**config.mk**
```make
export PLATFORM = sky130hd
export DESIGN_NAME = bcm_bus_master
export DESIGN_NICKNAME = d
export VERILOG_FILES = /design/src/rtl/bcm_pkg.sv /design/src/rtl/bcm_cycle_fsm.sv /design/src/rtl/bcm_lane_decode.sv /design/src/rtl/bcm_read_merge.sv /design/src/rtl/bcm_bus_master.sv
export SDC_FILE = /design/constraint.sdc
export NUM_CORES = 1
export LEC_CHECK = 0
export BUFFER_PORTS_ARGS = -buffer_cell sky130_fd_sc_hd__buf_2
export CAP_MARGIN = 10
export CELL_PAD_IN_SITES_DETAIL_PLACEMENT = 1
export CELL_PAD_IN_SITES_GLOBAL_PLACEMENT = 1
export CORE_AREA = 10 10 160 162
export DETAILED_ROUTE_END_ITERATION = 12
export DIE_AREA = 0 0 170 172
export PLACE_DENSITY_LB_ADDON = 0.1
export RECOVER_POWER = 50
export SYNTH_ARGS = -nofsm -noshare
export SYNTH_HDL_FRONTEND = slang
export SYNTH_HIERARCHICAL = 1
export SYNTH_SLANG_ARGS = --single-unit
```
**constraint.sdc**
```tcl
create_clock -name clk -period 4.8 [get_ports clk]
set_clock_uncertainty 0.05 [all_clocks]
set_input_delay 0.48 -clock clk [delete_from_list [all_inputs] [get_ports clk]]
set_output_delay 0.48 -clock clk [all_outputs]
set_load 0.005 [all_outputs]
```
**src/rtl/bcm_pkg.sv**
```systemverilog
package bcm_pkg;

  typedef enum logic [1:0] {
    SZ_B8  = 2'd0,
    SZ_B16 = 2'd1,
    SZ_B32 = 2'd2,
    SZ_RSV = 2'd3
  } xfer_size_e;

  typedef enum logic [1:0] {
    PH_IDLE   = 2'd0,
    PH_STROBE = 2'd1,
    PH_WAIT   = 2'd2
  } bus_phase_e;

  // Bytes touched across two adjacent words, bit k = lane k of the span.
  function automatic logic [7:0] span_mask(input logic [1:0] off, input xfer_size_e sz);
    logic [7:0] base;
    case (sz)
      SZ_B8:   base = 8'h01;
      SZ_B16:  base = 8'h03;
      default: base = 8'h0F;
    endcase
    return base << off;
  endfunction

  // {memory/io, data/control, write/read}
  function automatic logic [2:0] cycle_code(input logic io, input logic code, input logic wr);
    logic [2:0] c;
    if (io)      c = {1'b0, 1'b1, wr};
    else if (wr) c = 3'b111;
    else if (code) c = 3'b100;
    else         c = 3'b110;
    return c;
  endfunction

  function automatic logic [63:0] lane_spread(input logic [31:0] d, input logic [1:0] off);
    return {32'b0, d} << {off, 3'b000};
  endfunction

  function automatic logic [31:0] size_keep(input xfer_size_e sz);
    case (sz)
      SZ_B8:   return 32'h0000_00FF;
      SZ_B16:  return 32'h0000_FFFF;
      default: return 32'hFFFF_FFFF;
    endcase
  endfunction

  function automatic logic [31:0] lane_gather(input logic [63:0] b, input logic [1:0] off,
                                              input xfer_size_e sz);
    return 32'(b >> {off, 3'b000}) & size_keep(sz);
  endfunction

endpackage

```
**src/rtl/bcm_cycle_fsm.sv**
```systemverilog
module bcm_cycle_fsm
  import bcm_pkg::*;
(
  input  logic       clk,
  input  logic       rst_n,
  input  logic       start_i,
  input  logic       split_i,
  input  logic       ready_i,
  output bus_phase_e phase_o,
  output logic       second_o,
  output logic       ready_evt_o,
  output logic       finish_o
);

  bus_phase_e phase_q;
  logic       second_q;

  assign phase_o     = phase_q;
  assign second_o    = second_q;
  assign ready_evt_o = (phase_q == PH_WAIT) && ready_i;
  assign finish_o    = ready_evt_o && (second_q || !split_i);

  always_ff @(posedge clk) begin
    if (!rst_n) begin
      phase_q  <= PH_IDLE;
      second_q <= 1'b0;
    end else begin
      case (phase_q)
        PH_IDLE: begin
          if (start_i) begin
            phase_q  <= PH_STROBE;
            second_q <= 1'b0;
          end
        end
        PH_STROBE: phase_q <= PH_WAIT;
        PH_WAIT: begin
          if (ready_evt_o) begin
            if (finish_o) begin
              phase_q <= PH_IDLE;
            end else begin
              phase_q  <= PH_STROBE;
              second_q <= 1'b1;
            end
          end
        end
        default: phase_q <= PH_IDLE;
      endcase
    end
  end

endmodule

```
**src/rtl/bcm_lane_decode.sv**
```systemverilog
module bcm_lane_decode
  import bcm_pkg::*;
#(
  parameter int LANES = 4,
  localparam int DW = LANES * 8
) (
  input  logic [1:0]       off_i,
  input  xfer_size_e       size_i,
  input  logic             second_i,
  input  logic [DW-1:0]    wdata_i,
  output logic [LANES-1:0] lanes_o,
  output logic             split_o,
  output logic [DW-1:0]    wlanes_o
);

  logic [2*LANES-1:0] span;
  logic [2*DW-1:0]    spread;

  assign span     = span_mask(off_i, size_i);
  assign spread   = lane_spread(wdata_i, off_i);
  assign split_o  = |span[2*LANES-1:LANES];
  assign lanes_o  = second_i ? span[2*LANES-1:LANES] : span[LANES-1:0];
  assign wlanes_o = second_i ? spread[2*DW-1:DW] : spread[DW-1:0];

endmodule

```
**src/rtl/bcm_read_merge.sv**
```systemverilog
module bcm_read_merge #(
  parameter int LANES = 4,
  localparam int DW = LANES * 8
) (
  input  logic             clk,
  input  logic             rst_n,
  input  logic             clear_i,
  input  logic             cap_i,
  input  logic             second_i,
  input  logic [LANES-1:0] lanes_i,
  input  logic [DW-1:0]    bus_d_i,
  output logic [2*DW-1:0]  merged_o
);

  logic [2*DW-1:0] hold_q;

  for (genvar g = 0; g < LANES; g++) begin : g_lane
    assign merged_o[g*8 +: 8] =
      (cap_i && !second_i && lanes_i[g]) ? bus_d_i[g*8 +: 8] : hold_q[g*8 +: 8];
    assign merged_o[DW + g*8 +: 8] =
      (cap_i && second_i && lanes_i[g]) ? bus_d_i[g*8 +: 8] : hold_q[DW + g*8 +: 8];
  end

  always_ff @(posedge clk) begin
    if (!rst_n)       hold_q <= '0;
    else if (clear_i) hold_q <= '0;
    else              hold_q <= merged_o;
  end

endmodule

```
**src/rtl/bcm_bus_master.sv**
```systemverilog
module bcm_bus_master
  import bcm_pkg::*;
#(
  parameter int ADDR_W = 32,
  localparam int WADDR_W = ADDR_W - 2
) (
  input  logic               clk,
  input  logic               rst_n,
  input  logic               req_valid,
  output logic               req_ready,
  input  logic [ADDR_W-1:0]  req_addr,
  input  logic [1:0]         req_size,
  input  logic               req_write,
  input  logic               req_io,
  input  logic               req_code,
  input  logic [31:0]        req_wdata,
  output logic               rsp_done,
  output logic [31:0]        rsp_rdata,
  output logic [WADDR_W-1:0] bus_waddr,
  output logic [3:0]         bus_be_n,
  output logic               bus_mio,
  output logic               bus_dc,
  output logic               bus_wr,
  output logic               bus_ads_n,
  output logic [31:0]        bus_wdata,
  output logic               bus_wdata_oe,
  input  logic [31:0]        bus_rdata,
  input  logic               bus_rdy_n
);

  // captured request
  logic [ADDR_W-1:0] addr_q;
  xfer_size_e        size_q;
  logic [2:0]        code_q;
  logic              wr_q;
  logic [31:0]       wdata_q;

  // named internal events
  bus_phase_e  phase;
  logic        accept_evt;
  logic        ready_evt;
  logic        finish_evt;
  logic        second_w;
  logic        split_w;
  logic [3:0]  lanes_w;
  logic [31:0] wlanes_w;
  logic [63:0] merged_w;

  assign req_ready  = (phase == PH_IDLE);
  assign accept_evt = req_valid && req_ready;

  always_ff @(posedge clk) begin
    if (!rst_n) begin
      addr_q  <= '0;
      size_q  <= SZ_B8;
      code_q  <= 3'b110;
      wr_q    <= 1'b0;
      wdata_q <= '0;
    end else if (accept_evt) begin
      addr_q  <= req_addr;
      size_q  <= xfer_size_e'(req_size);
      code_q  <= cycle_code(req_io, req_code, req_write);
      wr_q    <= req_write;
      wdata_q <= req_wdata;
    end
  end

  bcm_cycle_fsm u_fsm (
    .clk         (clk),
    .rst_n       (rst_n),
    .start_i     (accept_evt),
    .split_i     (split_w),
    .ready_i     (!bus_rdy_n),
    .phase_o     (phase),
    .second_o    (second_w),
    .ready_evt_o (ready_evt),
    .finish_o    (finish_evt)
  );

  bcm_lane_decode #(.LANES(4)) u_dec (
    .off_i    (addr_q[1:0]),
    .size_i   (size_q),
    .second_i (second_w),
    .wdata_i  (wdata_q),
    .lanes_o  (lanes_w),
    .split_o  (split_w),
    .wlanes_o (wlanes_w)
  );

  bcm_read_merge #(.LANES(4)) u_merge (
    .clk      (clk),
    .rst_n    (rst_n),
    .clear_i  (accept_evt),
    .cap_i    (ready_evt),
    .second_i (second_w),
    .lanes_i  (lanes_w),
    .bus_d_i  (bus_rdata),
    .merged_o (merged_w)
  );

  assign bus_waddr    = addr_q[ADDR_W-1:2] + WADDR_W'(second_w);
  assign bus_be_n     = (phase == PH_IDLE) ? 4'hF : ~lanes_w;
  assign bus_ads_n    = (phase != PH_STROBE);
  assign {bus_mio, bus_dc, bus_wr} = code_q;
  assign bus_wdata_oe = (phase == PH_WAIT) && wr_q;
  assign bus_wdata    = bus_wdata_oe ? wlanes_w : '0;

  always_ff @(posedge clk) begin
    if (!rst_n) begin
      rsp_done  <= 1'b0;
      rsp_rdata <= '0;
    end else begin
      rsp_done <= finish_evt;
      if (finish_evt && !wr_q) rsp_rdata <= lane_gather(merged_w, addr_q[1:0], size_q);
    end
  end

endmodule

```
==> results of run 1 <==
## registers in the layout, summed over array words and instances (netlist names)
signal and flops:
u_fsm/second_o 1, size_q 2, addr_q 32, u_merge/hold_q 56
u_fsm/phase_o 2, code_q 3, wdata_q 32, rsp_done 1
rsp_rdata 32
## through the flow
step / setup slack (ns) / hold WS [ns] / instances
final: 1.03 / 0.222 / 1448
after floorplan: 1.93 / 0.406 / 996
after global routing: 0.806 / 0.225 / 1447
after CTS: 1.46 / 0.211 / 1446
after detailed placement: 1.43 / 0.423 / 1415
after global placement: 1.60 / 0.413 / 1415
## layout make-up
cell class / instances / area, um2
sequential: 161 / 3230
inverter: 8 / 32.5
multi-input combinational: 740 / 5820
clock buffer: 17 / 425
fill: 2600 / 11300
antenna: 2 / 5.00
clock inverter: 14 / 154
timing repair buffer: 221 / 1080
tap: 285 / 357
## per-layer routing
layer  track usage (%)  share of wire [%]
met1              28.2                 45
met4              5.19                1.1
met3              5.56                7.4
met2              35.2                 47
met5                 0                  0
## worst max path at each step
stage	from	depth (start not counted)	slack, ns	to
2_1_floorplan	u_fsm/second_o	11	1.93	rsp_rdata[15]
3_3_place_gp	addr_q[1]	7	1.60	rsp_rdata[23]
3_5_place_dp	bus_rdy_n	9	1.43	rsp_rdata[30]
4_1_cts	u_fsm/phase_o[1]	7	1.46	rsp_rdata[17]
5_1_grt	addr_q[1]	7	0.81	rsp_rdata[28]
6_report	addr_q[1]	7	1.03	rsp_rdata[28]
## worst max-delay path: cells and delay by family, from the launching register on
family	cells	cell delay, ns
flops	1	0.76
simple gates	3	1.27
mux	2	0.90
compound gates	2	0.65
## cell usage in the layout (no fill, tap or decap), types with 23 or more instances in the layout
master / instances
sky130_fd_sc_hd__buf_2: 167
sky130_fd_sc_hd__nand2_1: 162
sky130_fd_sc_hd__dfxtp_1: 160
sky130_fd_sc_hd__nand3b_1: 90
sky130_fd_sc_hd__mux2i_1: 81
sky130_fd_sc_hd__a21boi_0: 75
sky130_fd_sc_hd__mux2_2: 51
sky130_fd_sc_hd__clkbuf_1: 42
sky130_fd_sc_hd__and2_1: 34
sky130_fd_sc_hd__mux4_2: 32
sky130_fd_sc_hd__nor2b_1: 26
sky130_fd_sc_hd__a22oi_1: 24
sky130_fd_sc_hd__xnor2_1: 23
## power by group through the flow
stage	clock, mW	combinational (mW)	sequential (mW)
after global routing	1.46	0.466	1.44
final	1.38	0.420	1.44
after CTS	1.40	0.424	1.44
after global placement	0	0.417	1.47
after detailed placement	0	0.422	1.47
after floorplan	0	0.290	1.44
==> metrics list, run 1 <==
- Mapped Nets: ~1100
- H-tree levels: 4
- Cells fill 49.7% of the core in the end.
- Summed over all layers, the routed wires come to between 30000 and 40000 um.
- The total overflow left after global routing is 0.
- Weighted congestion at the end of routability-driven global placement: between 0.8 and 0.9
- On the critical path, the stage with the largest delay is an instance of sky130_fd_sc_hd__or2_0.
* Total of endpoints with negative setup slack in the final report: 0
- Destination of the worst register-to-register timing path: rsp_rdata[28]
* Violations in the final reports: max-capacitance violations, max-slew violations
- Combinational Power Share: 13.0%
- The initial utilization of the core area, before any placement, comes to 42.7%.
- Summing internal, switching and leakage power gives about 3.2 mW.
- Maximum number of pins on one net before global-route repair: between 100 and 150
- Post-CTS Repair Setup Buffers: 0
- Ratio of cells with drive above 1 in the final layout: 27.6%
- The clock network accounts for about 43% of the total power.
- Post-DR wirelength/cell: 22.1 um
- Startpoint Class: register
- Cells after synthesis: about 1000
- Final design area excluding fillers: approximately 11000 um2
* Vias per cell: 5.58
- In this run the remaining antenna-violating nets after routing total 0.
- Antenna violations before repair: 2
- Register-to-register path setup slack: 1.03 ns
- The worst hold path belongs to the class input port to register.
* First-pass GRT wire length: approximately 50000 um
- Measured against its own limit, the worst slew margin works out to -75.3%.
- Traced cell by cell, the critical path runs through or2_0 -> o221ai_1 -> nand3_4 -> mux2_2 -> mux4_2 -> a22oi_1 -> nor2b_1.
* Synthesized area per cell: 9.58 um2
- Register share of total power: approximately 44%
- Clk_lat worst skew: about 0.43 ns
* IR drop worst, VDD: ~0.2 mV
- Net switching is between 20% and 30% of the power.
- The flow ran to the end, but the final reports show violations.
- Clock tree synthesis found a total of 161 sinks.
* Total Negative Setup Slacks: 0 ns
- Routed via count: 8082
- Maximum cell stage delay along the critical path: a little under 0.8 ns
- Of all nets on the critical path, the largest fanout is 17.
- Compared with the post-synthesis result, the final layout area differs by 16.4%.
- The floorplan step defined a die boundary enclosing about 29000 um2.
- TritonCTS clock tree: yes
* Final Hold Violating Endpoints: 0
- At the worst endpoint, the required time is between 5 and 6 ns.
* Maximum clock insertion buffer count: 2
- CTS resizes: 0
- Nature of the critical path endpoint: register
* Sink of the worst hold path: code_q[2]
- After detailed routing, the number of remaining DRC violations is 0.
- The tool flagged a number of max-cap violations equal to 1.
* Transition time at the pin with the least slew margin: ~2.6 ns
* Placeable core region: 22400 um2
* Number of standard-cell rows in the floorplan: 55
- During synthesis, Yosys emitted a total of 6 warnings.
- Achievable frequency: about 270 MHz
* Clock root cell: sky130_fd_sc_hd__clkbuf_16
- Hold-fix buffers at CTS: 0
- Port Buffer Count: roughly 210
- The number of pins with negative max-slew slack in the final report was 72.
- Horizontal extent of the die: between 150 and 200 um
* Placed Instance Area: between 10000 and 15000 um2
- Power density relative to cell area: ~290 nW/um2
- Vias in the first global route: 8558
* Worst R2R Start: addr_q[1]
- Measured along the y axis, the die boundary spans 172 um.
- Post-route clock period utilization: about four fifths
- Internal power comes to between 2 and 2.5 mW.
- Post-synth design cell area: approximately 9500 um2
- The worst register-to-register path has a depth of 7.
- Aggregate global-route resource usage: between 20% and 30%
- Clock-pin slew was measured on the worst setup and hold paths at ~0.07 ns.
* Total leakage power: roughly 4.4 nW
- Data on the critical path arrives at its endpoint at approximately 4.0 ns.
* Number of clock buffers inserted by TritonCTS: 17
- The worst setup path is of the register to register kind.
- Setup repair after global routing left no endpoint under its margin.
- Number of iterations in the first detailed-routing pass: 5
- Total net switching power: roughly 0.90 mW
- The HPWL after detailed placement is ~23000 um.
* Hold Crit Depth: 2
* I/O pin cnt: 210
- The worst path in the final design needs a cycle of around 3.8 ns, including I/O delays and setup.
- The net count of the finished layout is 1257.
* Iter 0 DRT Violations: 530
* HP Start: req_io
Power figures use the tool's default switching activity.
==> inputs of run 2 (changes only) <==
CORE_AREA = 10 10 166 168   (was 10 10 160 162)
DIE_AREA = 0 0 176 178   (was 0 0 170 172)
clock period = 3.8 ns   (was 4.8 ns; I/O delays follow)
==> run 2 against run 1 <==
Compared with the run above: the run still ends with max-capacitance violations, max-slew violations left; largest power group is now the clock network; non-clock buffer count rose by 6; critical path type unchanged; count of clock-buffer cells in the layout grew 2; design area is 1.1% higher; via count rose by 0.28%.
==> metrics list, run 2 (same netlist as run 1, synthesis figures left out) <==
- Status: finished with violations (unchanged)
- Violations in the final reports: max-capacitance violations, max-slew violations (unchanged).
- Slowest cell on crit path: sky130_fd_sc_hd__dfxtp_2 (was sky130_fd_sc_hd__or2_0)
* Number of nets in the layout: 1263 (was 1257)
- Ratio of cells with drive above 1 in the final layout: 27.6% (about the same)
* Maximum cell stage delay along the critical path: 0.70 ns (was 0.78 ns)
- The number of levels the H-tree was split into was 4 (unchanged).
* Post-route clock period utilization: 88.6% (was 78.5%)
* Final Hold Violating Endpoints: 0 (unchanged)
* Overflow left after global routing: 0 (unchanged)
- Number of standard-cell rows in the floorplan: 57 (was 55)
* Aggregate global-route resource usage: 20.8% (was 21.7%)
- Antenna violations before repair: 0 (was 2)
- The most common cell after layout, fill and taps aside was sky130_fd_sc_hd__buf_2 (unchanged).
- The remaining design rule violation count came to 0 (unchanged).
- The area growth from synthesis to final layout is 17.7% (was 16.4%).
- The full die area came to 31300 um2 (was 29200 um2).
* Placeable core region: 24100 um2 (was 22400 um2)
* Number of clock buffers inserted by TritonCTS: 17 (unchanged)
* Achievable frequency: 297 MHz (was 265 MHz)
- The reported max-cap violation count is 2 (was 1).
- The critical path launch point type was a register (unchanged).
- Final worst slack: 0.434 ns (was 1.03 ns)
* Post-CTS clock slew at the launch and capture registers of the worst setup and hold paths: 0.07 ns (about the same)
* First-pass GRT wire length: 51000 um (was 50000 um)
- The worst slack at placement came to 0.470 ns (was 1.43 ns).
- Remaining number of nets flagged by the antenna check after routing: 0 (unchanged)
- Number of clock sinks: 161 (unchanged)
* Final Critical Period: 3.37 ns (was 3.77 ns)
- The transition time at the pin with the least slew margin came to 1.55 ns (was 2.63 ns).
- Remaining max-slew budget at the tightest pin: -3.31% (was -75.3%)
- The number of antenna cells inserted is 0 (was 2).
- The number of iterations in the first detailed-routing pass came to 5 (unchanged).
- The power density over the cells is 374 nW/um2 (was 291 nW/um2).
- The static power due to leakage came to 4.41 nW (was 4.37 nW).
- Port Buffer Count: 209 (unchanged)
- Iter 0 DRT Violations: 478 (was 530)
- Horizontal extent of the die: 176 um (was 170 um)
- The placed wire-length estimate after detailed placement was 24000 um (was 23100 um).
- The flip-flop count of the largest register, all copies and words added came to 56 (unchanged).
* Count of fill cells added during filler insertion: 2842 (was 2600)
- Class of the tightest hold or removal check: input port to register (unchanged)
- The vias after detailed routing came to 8105 (was 8082).
* Worst endpoint required time: 4.08 ns (was 5.06 ns)
- The critical setup path kind was register to register (unchanged).
* Clk_lat worst skew: 0.44 ns (was 0.43 ns)
- The maximum number of pins on one net before global-route repair was 115 (was 114).
- Total of endpoints with negative setup slack in the final report: 0 (unchanged)
- IR drop worst, VDD: 0.248 mV (was 0.204 mV)
* Vias per cell: 5.44 (was 5.58)
- The vertical extent of the die is 178 um (was 172 um).
* Hold-fix buffers at CTS: 0 (unchanged)
* Total count of max-transition violations in the final report: 161 (was 72)
- CTS resizes: 0 (unchanged)
- Cell chain of the critical path: nand2_1 -> o22ai_1 -> nand3b_1 -> mux2_2 -> mux4_2 -> a22oi_1 -> nor2b_1 (was or2_0 -> o221ai_1 -> nand3_4 -> mux2_2 -> mux4_2 -> a22oi_1 -> nor2b_1).
- Total length of routed wires: 33100 um (was 32000 um)
- RSZ-0062 raised after global routing: false (unchanged)
* Total Negative Setup Slacks: 0 ns (unchanged)
- The maximum clock insertion buffer count is 2 (unchanged).
- The cell type group with the largest total delay on the critical path is multiplexers (was simple AND/OR/NAND/NOR gates).
- Post-DR wirelength/cell: 22.2 um (was 22.1 um)
- The root cell of the clock tree was sky130_fd_sc_hd__clkbuf_16 (unchanged).
- Max Fanout on Critical Path: 25 (was 17)
- TritonCTS clock tree: yes (unchanged)
* Nature of the critical path endpoint: register (unchanged)
- Most flops, register: u_merge/hold_q (unchanged)
* Critical path arrival: 3.65 ns (was 4.03 ns)
- The starting utilization of the core area came to 39.6% (was 42.7%).
* Post-CTS Repair Setup Buffers: 0 (unchanged)
- Number of buffers and inverters on the critical path: 0 (unchanged)
- Vias in the first global route: 8448 (was 8558)
* Commonest cells after routing, fill and taps aside: sky130_fd_sc_hd__buf_2, sky130_fd_sc_hd__nand2_1, sky130_fd_sc_hd__dfxtp_1, sky130_fd_sc_hd__nand3b_1, sky130_fd_sc_hd__mux2i_1 (unchanged)
- Weighted congestion at the end of routability-driven global placement: 0.828 (was 0.825)
- The I/O pin count is 210 (unchanged).
==> run 2: area by class of cell <==
cell class	count	area [um2]	share of cell area, %
sequential	161	3230	28.7
inverter	8	30.0	0.267
clock buffer	19	433	3.85
multi-input combinational	740	5820	51.8
tap	324	405	3.61
timing repair buffer	227	1130	10.1
clock inverter	12	184	1.64
==> run 2: final timing paths <==
kind	slack (ns)	to	depth (start not counted)	start
setup / recovery	0.43	rsp_rdata[11]	7	addr_q[1]
setup reg to reg	0.43	rsp_rdata[11]	7	addr_q[1]
hold reg to reg	0.42	rsp_rdata[1]	2	rsp_rdata[1]
hold / removal	0.13	addr_q[18]	3	req_addr[18]
==> run 2: layer usage <==
layer	wire length [um]	part of all wire, %	GRT usage [%]	up-vias
met4	1020	3.1	8.69	0
met2	16100	49	34.6	211
met3	1950	5.9	4.69	50
li1	-	-	-	3881
met1	14100	42	25.5	3963
met5	0	0	0	-
==> run 2: worst min-delay path, stage by stage <==
cell	delay (ns)
sky130_fd_sc_hd__buf_2	0.09
sky130_fd_sc_hd__nand2_1	0.04
sky130_fd_sc_hd__a21boi_0	0.06
==> run 2: power by group <==
part	leakage [nW]	switching (mW)	internal, mW	total, mW
Sequential	1.31	0.0712	1.74	1.81
Combinational	2.80	0.306	0.233	0.539
Clock	0.294	0.752	1.10	1.85
==> run 2: stage by stage <==
step | util, % | power, mW | cell area, um2 | cells | hold slack [ns]
2_1_floorplan | - | 2.19 | 9540 | 996 | 0.406
3_3_place_gp | 44.3 | 2.39 | 10700 | 1460 | 0.405
3_5_place_dp | 44.3 | 2.40 | 10700 | 1460 | 0.409
4_1_cts | 46.9 | 4.25 | 11300 | 1491 | 0.117
5_1_grt | 46.6 | 4.38 | 11200 | 1491 | 0.127
6_report | 46.6 | 4.21 | 11200 | 1491 | 0.127
